### src/rtl/rcfg_pkg.sv
package rcfg_pkg;

    typedef struct packed {
        logic line;
        logic rate;
        logic high;
        logic low;
    } viol_t;

    // Map a 2-bit count code to log2 of the count; code 3 saturates to 2.
    function automatic logic [1:0] sel_to_log2(input logic [1:0] sel);
        return (sel == 2'd3) ? 2'd2 : sel;
    endfunction

endpackage

### src/rtl/rcfg_limits.sv
module rcfg_limits
    import rcfg_pkg::*;
#(
    parameter int NMULT_W   = 7,
    parameter int CYC_W     = 12,
    parameter int NMULT_MIN = 6,
    parameter int NMULT_MAX = 64,
    parameter int LINE_MAX  = 64
) (
    input  logic [NMULT_W-1:0] nmult,
    input  logic [1:0]         chan_sel,
    input  logic               single_out,
    input  logic [CYC_W-1:0]   avail_cycles,
    input  logic               relax,
    output viol_t              viol
);

    logic [31:0] n32;
    logic [31:0] min_c;
    logic [31:0] line_c;
    logic [31:0] lim_c;
    logic [31:0] mult_budget;

    always_comb begin
        n32         = 32'(nmult);
        min_c       = single_out ? 32'(NMULT_MIN + 1) : 32'(NMULT_MIN);
        line_c      = 32'(LINE_MAX) >> sel_to_log2(chan_sel);
        lim_c       = relax ? line_c : line_c - 32'd1;
        mult_budget = 32'(avail_cycles) << 1;

        viol.low  = n32 < min_c;
        viol.high = n32 > 32'(NMULT_MAX);
        viol.rate = n32 > mult_budget;
        viol.line = n32 > lim_c;
    end

    // Guard: an nmult inside the legal window never reports both range errors.
    always_comb begin
        assert_range_exclusive_R5: assert (!(viol.low && viol.high));
    end

endmodule

### src/rtl/rcfg_divider.sv
module rcfg_divider #(
    parameter int QW = 10,
    parameter int DW = 10
) (
    input  logic          clk,
    input  logic          rst_n,
    input  logic          start,
    input  logic [QW-1:0] dividend,
    input  logic [DW-1:0] divisor,
    output logic [QW-1:0] quot,
    output logic          valid
);

    localparam int CW = $clog2(QW + 1);

    typedef struct packed {
        logic          busy;
        logic [CW-1:0] cnt;
        logic [DW:0]   rem;
        logic [QW-1:0] dvd;
        logic [QW-1:0] quo;
        logic [DW-1:0] dsr;
        logic          valid;
    } div_t;

    div_t s_d, s_q;
    logic [DW:0] trial;
    logic        qbit;

    always_comb begin
        s_d       = s_q;
        s_d.valid = 1'b0;
        trial     = {s_q.rem[DW-1:0], s_q.dvd[QW-1]};
        qbit      = trial >= {1'b0, s_q.dsr};
        if (start) begin
            s_d.busy = 1'b1;
            s_d.cnt  = CW'(QW);
            s_d.rem  = '0;
            s_d.dvd  = dividend;
            s_d.quo  = '0;
            s_d.dsr  = divisor;
        end else if (s_q.busy) begin
            s_d.rem = qbit ? (trial - {1'b0, s_q.dsr}) : trial;
            s_d.quo = {s_q.quo[QW-2:0], qbit};
            s_d.dvd = {s_q.dvd[QW-2:0], 1'b0};
            s_d.cnt = s_q.cnt - CW'(1);
            if (s_q.cnt == CW'(1)) begin
                s_d.busy  = 1'b0;
                s_d.valid = 1'b1;
            end
        end
    end

    always_ff @(posedge clk or negedge rst_n) begin
        if (!rst_n) s_q <= '0;
        else        s_q <= s_d;
    end

    assign quot  = s_q.quo;
    assign valid = s_q.valid;

    // the finished quotient and remainder reconstruct the dividend exactly.
    assert_quot_exact_R2: assert property (@(posedge clk) disable iff (!rst_n)
        (s_q.valid && s_q.dsr != '0) |->
            (32'(s_q.rem) < 32'(s_q.dsr)) &&
            (32'(s_q.quo) * 32'(s_q.dsr) + 32'(s_q.rem) == 32'(dividend)));

    assert_valid_pulse_R3: assert property (@(posedge clk) disable iff (!rst_n)
        s_q.valid |=> !s_q.valid);

endmodule

### src/rtl/rcfg_pow2floor.sv
module rcfg_pow2floor #(
    parameter int W = 10
) (
    input  logic [W-1:0] val,
    output logic [W-1:0] pow2
);

    genvar i;
    generate
        for (i = 0; i < W; i++) begin : g_bit
            if (i == W - 1) begin : g_top
                assign pow2[i] = val[i];
            end else begin : g_low
                assign pow2[i] = val[i] & ~(|val[W-1:i+1]);
            end
        end
    endgenerate

    always_comb begin
        assert_pow2_onehot_R2: assert ($onehot0(pow2));
    end

endmodule

### src/rtl/rsmp_cfg_derive.sv
module rsmp_cfg_derive
    import rcfg_pkg::*;
#(
    parameter int NMULT_W   = 7,
    parameter int CYC_W     = 12,
    parameter int MEM_WORDS = 256,
    parameter int NMULT_MIN = 6,
    parameter int NMULT_MAX = 64,
    parameter int LINE_MAX  = 64
) (
    input  logic                       clk,
    input  logic                       rst_n,
    input  logic                       load,
    input  logic [NMULT_W-1:0]         nmult,
    input  logic [1:0]                 filt_sel,
    input  logic [1:0]                 chan_sel,
    input  logic                       nonsym,
    input  logic                       single_out,
    input  logic [CYC_W-1:0]           avail_cycles,
    input  logic                       relax,
    output logic [$clog2(2*MEM_WORDS):0]         ndelay,
    output logic [NMULT_W+$clog2(2*MEM_WORDS):0] taps,
    output logic                       done,
    output logic                       flag_low,
    output logic                       flag_high,
    output logic                       flag_rate,
    output logic                       flag_line
);

    localparam int QW = $clog2(2 * MEM_WORDS) + 1;
    localparam int DW = NMULT_W + 3;
    localparam int TW = NMULT_W + QW;

    typedef struct packed {
        viol_t              viol;
        logic [NMULT_W-1:0] nmult;
        logic [QW-1:0]      ndelay;
        logic [TW-1:0]      taps;
        logic               done;
    } top_t;

    top_t  r_d, r_q;
    viol_t viol_c;
    logic [DW-1:0] divisor_c;
    logic [2:0]    shift_c;
    logic [QW-1:0] quot_w;
    logic [QW-1:0] floor_w;
    logic          div_valid;
    logic [QW-1:0] nd_c;

    rcfg_limits #(
        .NMULT_W   (NMULT_W),
        .CYC_W     (CYC_W),
        .NMULT_MIN (NMULT_MIN),
        .NMULT_MAX (NMULT_MAX),
        .LINE_MAX  (LINE_MAX)
    ) u_limits (
        .nmult        (nmult),
        .chan_sel     (chan_sel),
        .single_out   (single_out),
        .avail_cycles (avail_cycles),
        .relax        (relax),
        .viol         (viol_c)
    );

    always_comb begin
        shift_c   = {1'b0, sel_to_log2(filt_sel)} + {2'b0, nonsym};
        divisor_c = DW'(32'(nmult) << shift_c);
    end

    rcfg_divider #(
        .QW (QW),
        .DW (DW)
    ) u_div (
        .clk      (clk),
        .rst_n    (rst_n),
        .start    (load),
        .dividend (QW'(2 * MEM_WORDS)),
        .divisor  (divisor_c),
        .quot     (quot_w),
        .valid    (div_valid)
    );

    rcfg_pow2floor #(
        .W (QW)
    ) u_floor (
        .val  (quot_w),
        .pow2 (floor_w)
    );

    always_comb begin
        r_d      = r_q;
        r_d.done = 1'b0;
        nd_c     = (r_q.nmult == '0) ? '0 : floor_w;
        if (load) begin
            r_d.viol  = viol_c;
            r_d.nmult = nmult;
        end else if (div_valid) begin
            r_d.ndelay = nd_c;
            r_d.taps   = TW'(32'(nd_c) * 32'(r_q.nmult));
            r_d.done   = 1'b1;
        end
    end

    always_ff @(posedge clk or negedge rst_n) begin
        if (!rst_n) r_q <= '0;
        else        r_q <= r_d;
    end

    assign ndelay    = r_q.ndelay;
    assign taps      = r_q.taps;
    assign done      = r_q.done;
    assign flag_low  = r_q.viol.low;
    assign flag_high = r_q.viol.high;
    assign flag_rate = r_q.viol.rate;
    assign flag_line = r_q.viol.line;

    assert_flags_hold_R1: assert property (@(posedge clk) disable iff (!rst_n)
        !load |=> $stable(r_q.viol));

    assert_done_pulse_R3: assert property (@(posedge clk) disable iff (!rst_n)
        r_q.done |=> !r_q.done);

    assert_ndelay_pow2_R2: assert property (@(posedge clk) disable iff (!rst_n)
        $onehot0(r_q.ndelay));

    assert_result_hold_R2: assert property (@(posedge clk) disable iff (!rst_n)
        !div_valid |=> $stable(r_q.ndelay) && $stable(r_q.taps));

    assert_zero_geometry_R10: assert property (@(posedge clk) disable iff (!rst_n)
        r_q.done |-> ((r_q.ndelay == '0) == (r_q.taps == '0)));

endmodule

### config.mk
export PLATFORM = sky130hd
export DESIGN_NAME = rsmp_cfg_derive
export DESIGN_NICKNAME = d
export VERILOG_FILES = /design/src/rtl/rcfg_pkg.sv /design/src/rtl/rcfg_limits.sv /design/src/rtl/rcfg_divider.sv /design/src/rtl/rcfg_pow2floor.sv /design/src/rtl/rsmp_cfg_derive.sv
export SDC_FILE = /design/constraint.sdc
export NUM_CORES = 1
export LEC_CHECK = 0
export ABC_AREA = 1
export BUFFER_PORTS_ARGS = -buffer_cell sky130_fd_sc_hd__buf_2
export CAP_MARGIN = 20
export CORE_MARGIN = 2
export CORE_UTILIZATION = 59
export CTS_CLUSTER_SIZE = 28
export DETAILED_ROUTE_END_ITERATION = 6
export PLACE_DENSITY = 0.83
export SETUP_SLACK_MARGIN = 0.4
export SLEW_MARGIN = 40
export SYNTH_ARGS = -nofsm -noshare
export SYNTH_HDL_FRONTEND = slang
export SYNTH_HIERARCHICAL = 1
export SYNTH_SLANG_ARGS = --single-unit
### constraint.sdc
create_clock -name clk -period 13.26 [get_ports clk]
set_input_delay 1.989 -clock clk [delete_from_list [all_inputs] [get_ports clk]]
set_output_delay 1.989 -clock clk [all_outputs]
set_load 0.005 [all_outputs]
==> results of run 1 <==
flip-flops by register name (all words and copies together) (netlist names):
name         flops
done             1
flag_high        1
flag_line        1
flag_low         1
flag_rate        1
ndelay          10
r_q              7
taps            17
u_div/quot      10
u_div/s_q       35
u_div/valid      1
power by group through the flow:
stage,Combinational (W),Clock [W],Sequential (W)
4_1_cts,0.000382,0.000255,0.000323
2_1_floorplan,0.000327,0,0.000317
5_1_grt,0.000439,0.000265,0.000328
3_5_place_dp,0.000379,0,0.000328
3_3_place_gp,0.000370,0,0.000327
6_report,0.000384,0.000249,0.000324
worst max-delay path, stage by stage (launching register included):
cell     delay, ns
dfrtp_1       0.53
nor3_2        0.24
nand3_2       0.22
nand2_1       0.17
inv_1         0.10
nand2_1       0.07
inv_1         0.06
fa_1          0.53
inv_1         0.05
fa_1          0.47
inv_1         0.05
fa_1          0.53
inv_1         0.05
fa_1          0.54
inv_1         0.05
ha_1          0.33
nand2_1       0.11
nor2_1        0.12
nand2_1       0.05
nand3_1       0.16
nand2_1       0.09
nand2_1       0.07
nand2_1       0.05
nand3_1       0.06
nand2_1       0.05
layout make-up:
class,instances,area [µm²]
fillers,1105,4550
multi-input cells,696,4320
flip-flops and latches,85,2130
inverters,211,792
repair buffers,63,328
clock buffers,9,225
well taps,172,215
clock inverters,7,68.8
kinds of logic (layout without fill, tap and decap cells):
group                    Yosys count  count (layout)
buffers and inverters            273             290
other                              2              10
adder cells (fa/ha/maj)          102             102
AND/OR/NAND/NOR                  473             473
multiplexers                       6               6
XOR/XNOR                          11              11
flip-flops                        85              85
AO/OA/AOI/OAI                     94              94
cells in the mapped netlist, types with 2 or more instances:
master / n
nand3_1: 43
buf_4: 40
buf_2: 8
nor2_2: 4
nand3_2: 7
buf_6: 2
o22ai_1: 11
o21ai_1: 5
a22o_1: 2
conb_1: 2
nor2_1: 74
or2_1: 2
o21ai_0: 42
nand2_1: 305
ha_1: 62
xor2_1: 3
inv_2: 7
nor3_2: 2
dfrtp_1: 85
inv_1: 203
nor2_4: 2
fa_1: 40
nand3b_1: 4
xnor2_1: 8
nand2_2: 9
a22oi_1: 8
nand4_1: 14
clkbuf_1: 11
mux2_2: 5
nor4_1: 2
a21oi_1: 20
worst max path at each step:
stage                       start       end  cells past startpoint
finish                    r_q[29]  taps[15]                     24
global placement          r_q[29]  taps[15]                     24
global route              r_q[29]  taps[15]                     24
floorplan           u_div/quot[9]  taps[15]                     24
detailed placement        r_q[29]  taps[15]                     24
CTS                       r_q[29]  taps[11]                     24
metal layers:
metal	global-route usage	up-vias	routed length [µm]
li1	-	3202	-
met1	0.333	2947	7420
met2	0.395	150	7480
met3	0.0480	24	793
met4	0.0798	0	278
met5	0	-	0
stage by stage:
stage | cell area [µm²] | util | worst slack [ns] | total power, W | hold WS [ns]
finish | 8070 | 0.640 | 8.40 | 0.000957 | 0.471
global route | 8070 | 0.640 | 7.99 | 0.00103 | 0.501
CTS | 8070 | 0.640 | 8.40 | 0.000960 | 0.474
detailed placement | 7780 | 0.616 | 8.48 | 0.000707 | 0.459
global placement | 7780 | 0.616 | 8.58 | 0.000697 | 0.450
floorplan | 7660 | - | 8.93 | 0.000644 | 0.443
==> results.cfg, run 1 <==
[finish]
mostFrequentLayoutCells = 305 x nand2_1, 202 x inv_1, 85 x dfrtp_1
drive_gt1_frac = 0.111
nets = 1197
layout_commonest_cell = nand2_1
layout.cells.non_filler = 1243
syn_to_final_growth_pct = 5.87
antenna_cells = 0

[clock_network]
cts_tree = done
postCtsSetupBuffers = 0
clk_pin_slew_ns = 0.07
cts_root_buffer = clkbuf_16
htree_levels = 3
cts_max_path_buffers = 2
cts_sinks = 85
clk_latency_ns = 0.35
cts_repair_resize_count = 0
ctsHoldBuffers = 0
numCtsBuffers = 9

[die]
die_y_um = 118
rows = 41
floorplan.io_pins = 61
start_util = 0.604
fp.dieW_um = 118
dieArea_um2 = 13900
core_um2 = 12600

[sta]
relSlewSlack = 0.478
drv_slew = 0
fmax_mhz = 206
setup_violations = 0
clock_skew_ns = 0.00945
finalCritPeriodShare = 0.367
rsz0062_at_grt = no
worst_slew_pin_slew_ns = 0.781
period_needed_ns = 4.86
setup_tns_ns = 0
hold_violations = 0

[drt]
drt_iter0_drc = 450
vias = 6323
ant_nets = 0
drt-pass1-iter-count = 5
drcViolationCount = 0
vias_per_cell = 5.09
wire_per_inst_um = 12.9
drt_wl_total_um = 16000

[logic_synthesis]
synth_area_um2 = 7630
async_reset_ff_frac = 1.00
yosys.area_share.adder = 0.207
synthCells = 1046
ys_warn_count = 6
yosys_most_used_dff = dfrtp_1
avgSynthCellArea_um2 = 7.29
ys_seq_elements = 85
yosysTopAreaCell = dfrtp_1
synth_edf_count = 0
yosys.area_share.xor_xnor = 0.0126
synth_compound_area_frac = 0.0694
synth_mux_area_frac = 0.00870
netlist.area_leader.share = 0.279
synthSimpleGateAreaFrac = 0.264
ys_types = 45
netlist_top_cells_area = dfrtp_1 28%, nand2_1 15%, fa_1 11%, ha_1 10%, inv_1 10%
synth_top_family_by_area = simple AND/OR/NAND/NOR gates
synth_seq_area_share = 0.279

[setup_path]
critical_path_class = reg -> reg
cp.arrival_ns = 5.10
r2r.worst_path.cells = 24
endpoint_kind = register
setup.worst_path.start_class = register
path_max_fanout = 12
reg2reg_to = taps[15]
required_ns = 13.50
reg2reg_slack_ns = 8.40
reg2reg_from = r_q[29]

[placement]
io_buffers = 60
place.gp.congestion = 0.918
placedCellCount = 1227
hpwlAfterDp_um = 12300

[power_and_ir_drop]
p_leak_nw = 4.88
intPower_w = 0.000571
ir_drop_mv = 0.119
comb_power_share = 0.401
clkPwrFrac = 0.261
seqPwrFrac = 0.339
powerDensity_nw_per_um2 = 119
power.share.switching = 0.403
power_switching_w = 0.000386

[grt]
grt_pass1_wl_um = 28000
antenna_found_initial = 0
first_global_vias = 6124
grt_max_degree = 52
grt_usage = 0.245
overflow = 0

[min_path]
holdPathStages = 2
min_from = taps[2]
min_to = taps[2]
hold_path_class = reg -> reg

[flow_run]
cap_violations = 0

[outcome]
status = completed
(Power assumes the default switching activity.)
==> inputs of run 2 (changes only) <==
Clock period 13.26 ns to 4.7 ns, I/O delays scaled along.
==> results.cfg, run 2 (synthesis results as in run 1) <==
[clock_network]
clk_latency_ns = 0.36
cts_tree = done
clk_pin_slew_ns = 0.07
htree_levels = 3
cts_max_path_buffers = 2
cts_root_buffer = clkbuf_16
numCtsBuffers = 9
cts_sinks = 85

[die]
rows = 41
start_util = 0.604
fp.dieW_um = 118
core_um2 = 12600
floorplan.io_pins = 61
die_y_um = 118
dieArea_um2 = 13900

[setup_path]
cp.arrival_ns = 4.85
path_max_fanout = 5
reg2reg_from = r_q[28]
required_ns = 4.91
endpoint_kind = register
critical_path_class = reg -> reg
setup.worst_path.start_class = register
r2r.worst_path.cells = 22
critPathLaunch = r_q[28]

[finish]
antenna_cells = 0
syn_to_final_growth_pct = 17.2
design_area_um2 = 8940
mostFrequentLayoutCells = 267 x nand2_1, 178 x inv_1, 81 x dfrtp_1
layout_commonest_cell = nand2_1
largest_reg_flops = 35
nets = 1230
drive_gt1_frac = 0.238
regMostFlops = u_div/s_q

[grt]
grt_usage = 0.276
overflow = 0
grt_max_degree = 51
use_met2 = 0.448
grt_pass1_wl_um = 31000
antenna_found_initial = 0
grt_most_used_layer = met2
met3_usage = 0.0499
first_global_vias = 6788
grtUsageMet1 = 0.342

[drt]
drt_iter0_drc = 703
drcViolationCount = 0
vias = 7147
drt_wl_total_um = 20700
ant_nets = 0
drt-pass1-iter-count = 5
vias_per_cell = 5.61
wire_per_inst_um = 16.2

[sta]
period_needed_ns = 4.65
setup_ws_ns = 0.0528
hold_violations = 0
drv_slew = 0
relSlewSlack = 0.596
worst_slew_pin_slew_ns = 0.605
setup_violations = 0
rsz0062_at_grt = yes
clock_skew_ns = 0.0108
finalCritPeriodShare = 0.989
fmax_mhz = 215

[min_path]
hold_path_class = in -> async

[placement]
postPlaceCellArea_um2 = 7870
io_buffers = 60
dp_slack_ns = 0.0927
hpwlAfterDp_um = 12300
place.gp.congestion = 0.919

[power_and_ir_drop]
total_power_w = 0.00302
powerDensity_nw_per_um2 = 337
p_leak_nw = 5.15
ir_drop_mv = 0.370

[flow_run]
cap_violations = 0

[outcome]
status = completed
==> run 2: changes by cell type in the layout (fill, tap and decap cells not counted), sizes merged <==
cell,previous run,this run
clkinvlp,2,0
clkinv,3,1
bufinv,0,3
buf,63,96
==> run 2: path summary, 6_finish.rpt <==
check,end,slack (ns)
worst max-delay path,taps[7],0.05
worst min-delay path,u_div/s_q[9],0.33
worst max register to register,taps[7],0.05
worst min register to register,ndelay[8],0.48
max in group asynchronous,u_div/quot[9],3.38
min in group clk,ndelay[8],0.48
==> run 2: layer usage <==
metal	wire (µm)	vias to the layer above	part of all wire
li1	-	3268	-
met1	8070	3302	0.39
met2	9600	439	0.46
met3	1600	138	0.077
met4	1440	0	0.070
met5	0	-	0
==> run 2: worst max-delay path: stages (launching register included) <==
cell     delay, ns
dfrtp_1       0.42
nor3_4        0.23
nand3_4       0.17
buf_12        0.18
nand2_8       0.08
inv_4         0.04
nand2_2       0.06
inv_2         0.05
fa_1          0.56
inv_2         0.05
fa_1          0.55
inv_1         0.05
fa_1          0.49
inv_1         0.06
fa_1          0.52
inv_2         0.05
ha_4          0.27
nand2_2       0.10
nand2_4       0.07
inv_1         0.09
nand3_4       0.11
xnor2_2       0.17
o21ai_0       0.11
==> run 2: final cells by class <==
cell class,instances,area [µm²]
inverters,211,802
clock inverters,6,119
multi-input cells,696,4850
repair buffers,96,593
fillers,888,3680
clock buffers,9,225
flip-flops and latches,85,2130
well taps,172,215
==> run 2: through the flow <==
step / setup TNS, ns / hold WS [ns] / std cells / util
2_1_floorplan: 0 / 0.409 / 1054 / -
3_3_place_gp: 0 / 0.449 / 1237 / 0.623
3_5_place_dp: 0 / 0.457 / 1237 / 0.623
4_1_cts: 0 / 0.352 / 1268 / 0.684
5_1_grt: -0.310 / 0.374 / 1275 / 0.709
6_report: 0 / 0.329 / 1275 / 0.709
==> run 2: where the power goes <==
group          internal, W  total, W  switching [W]
Clock             0.000524  0.000854       0.000329
Sequential        0.000833  0.000909      0.0000761
Combinational     0.000479   0.00125       0.000774
==> run 2: what timing repair did <==
item,4_1_cts,5_1_grt
pin swaps,45,45
gates resized for setup,79,73
hold buffers,0,0
setup buffers,16,7
endpoints found under the setup margin,10,12
==> inputs of run 3 (changes only) <==
Settings changed: BUFFER_PORTS_ARGS -buffer_cell sky130_fd_sc_hd__buf_2 to default, DONT_BUFFER_PORTS from default to 1, PLACE_DENSITY 0.83 to 0.79.
==> results.cfg, run 3 (synthesis results as in run 1) <==
[sta]
clock_skew_ns = 0.00896
fmax_mhz = 225
hold_violations = 0
setup_ws_ns = 0.246
finalCritPeriodShare = 0.948
setup_violations = 0
drv_slew = 0
period_needed_ns = 4.45
setup_tns_ns = 0
rsz0062_at_grt = yes

[clock_network]
cts_sinks = 85
htree_levels = 3
clk_latency_ns = 0.36
cts_root_buffer = clkbuf_16
cts_max_path_buffers = 2
numCtsBuffers = 9
cts_tree = done
clk_pin_slew_ns = 0.07

[grt]
first_global_vias = 6179
overflow = 0
grt_most_used_layer = met2
use_met2 = 0.403
antenna_found_initial = 0
grtUsageMet1 = 0.342
grt_usage = 0.255
met3_usage = 0.0460
grt_pass1_wl_um = 28900
grt_max_degree = 86

[power_and_ir_drop]
p_leak_nw = 4.76
ir_drop_mv = 0.312
powerDensity_nw_per_um2 = 331

[setup_path]
reg2reg_slack_ns = 0.25
setup.worst_path.start_class = register
cpPeakStageDelay_ns = 0.51
cp_cell_sequence = nor3_4 > nand3_4 > nand2_4 > inv_4 > buf_6 > nand2_2 > inv_2 > fa_1 > fa_2 > fa_1 > inv_1 > fa_1 > inv_2 > ha_4 > nand2_2 > inv_2 > nand2_2 > nor2_2 > nand2_2 > nand2_1 > nand2_1 > nand3_1 > nand2_1
reg2reg_to = taps[15]
endpoint_kind = register
crit_path_top_delay_cell = fa_1
critPathTopFamily = adder cells
cp.arrival_ns = 4.70
cp_num_buf_inv = 6
path_max_fanout = 5
worst_path_most_repeated_cell = nand2_2
critical_path_class = reg -> reg
r2r.worst_path.cells = 23
required_ns = 4.95
reg2reg_from = r_q[28]

[flow_run]
cap_violations = 0

[drt]
drt_iter0_drc = 389
vias = 6370
vias_per_cell = 5.26
drt_wl_total_um = 17100
drcViolationCount = 0
ant_nets = 0
drt-pass1-iter-count = 5
wire_per_inst_um = 14.2

[min_path]
hold_path_class = in -> async

[placement]
place.gp.congestion = 0.906
dp_slack_ns = 0.114
hpwlAfterDp_um = 11800
placedCellCount = 1175
io_buffers = 0

[finish]
drive_gt1_frac = 0.164
layout_commonest_cell = nand2_1
nets = 1164
antenna_cells = 0
largest_reg_flops = 35
fillers = 1011
regMostFlops = u_div/s_q
mostFrequentLayoutCells = 275 x nand2_1, 181 x inv_1, 82 x dfrtp_1
layout.cells.non_filler = 1210
final_util = 0.664
syn_to_final_growth_pct = 9.81

[die]
fp.dieW_um = 118
start_util = 0.604
core_um2 = 12600
floorplan.io_pins = 61
dieArea_um2 = 13900
rows = 41
die_y_um = 118

[outcome]
status = completed
-- run 3: changes by cell type in the layout (fill, tap and decap cells not counted), sizes merged --
| cell | before | now |
|---|---|---|
| nand3 | 50 | 51 |
| bufinv | 3 | 1 |
| buf | 96 | 29 |
| clkinvlp | 0 | 1 |
| clkbuf | 9 | 11 |
-- run 3: cell type report --
class | instances | area [µm²] | share of cell area
multi-input combinational | 697 | 4700 | 0.561
sequential | 85 | 2130 | 0.254
inverter | 211 | 795 | 0.0949
clock buffer | 11 | 243 | 0.0290
timing repair buffer | 29 | 229 | 0.0273
tap | 172 | 215 | 0.0257
clock inverter | 5 | 66.3 | 0.00792
-- run 3: layer usage --
layer  routed length (µm)  vias up
met5                    0        -
met4                  383        0
met3                 1050       37
met2                 7980      225
met1                 7710     2960
li1                     -     3148
-- run 3: metrics by stage --
step	total power, W	area, µm²	hold slack (ns)
after detailed placement	0.00194	7550	0.411
after global placement	0.00192	7550	0.411
final	0.00277	8370	0.0359
after CTS	0.00274	8220	0.0257
after global routing	0.00297	8370	0.0240
after floorplan	0.00182	7670	0.409
-- run 3: worst max path at each step --
stage,from,to,slack (ns),depth (start not counted)
5_1_grt,r_q[28],taps[15],0.11,23
6_report,r_q[28],taps[15],0.25,23
4_1_cts,r_q[30],taps[14],0.39,23
2_1_floorplan,u_div/quot[9],taps[15],0.43,24
3_5_place_dp,u_div/quot[9],taps[15],0.11,23
3_3_place_gp,u_div/quot[9],taps[9],0.20,20
-- run 3: power by group --
group	internal [W]	switching [W]	total [W]
Sequential	0.000833	0.0000837	0.000917
Combinational	0.000427	0.000676	0.00110
Clock	0.000434	0.000320	0.000754
-- run 3: worst register-to-register path: cells and delay by family, from the launching register on --
family | cells | cell delay, ns
DFF | 1 | 0.42
and+or+nand+nor | 12 | 1.28
adders and majority gates | 5 | 2.28
buffers and inverters | 6 | 0.37
-- run 3: timing repair --
item / CTS / global route
setup endpoints to repair: 10 / 12
gates resized for setup: 77 / 36
gates cloned: 1 / 0
pin swaps: 44 / 25
hold buffers: 0 / 0
buffers inserted: 14 / 4
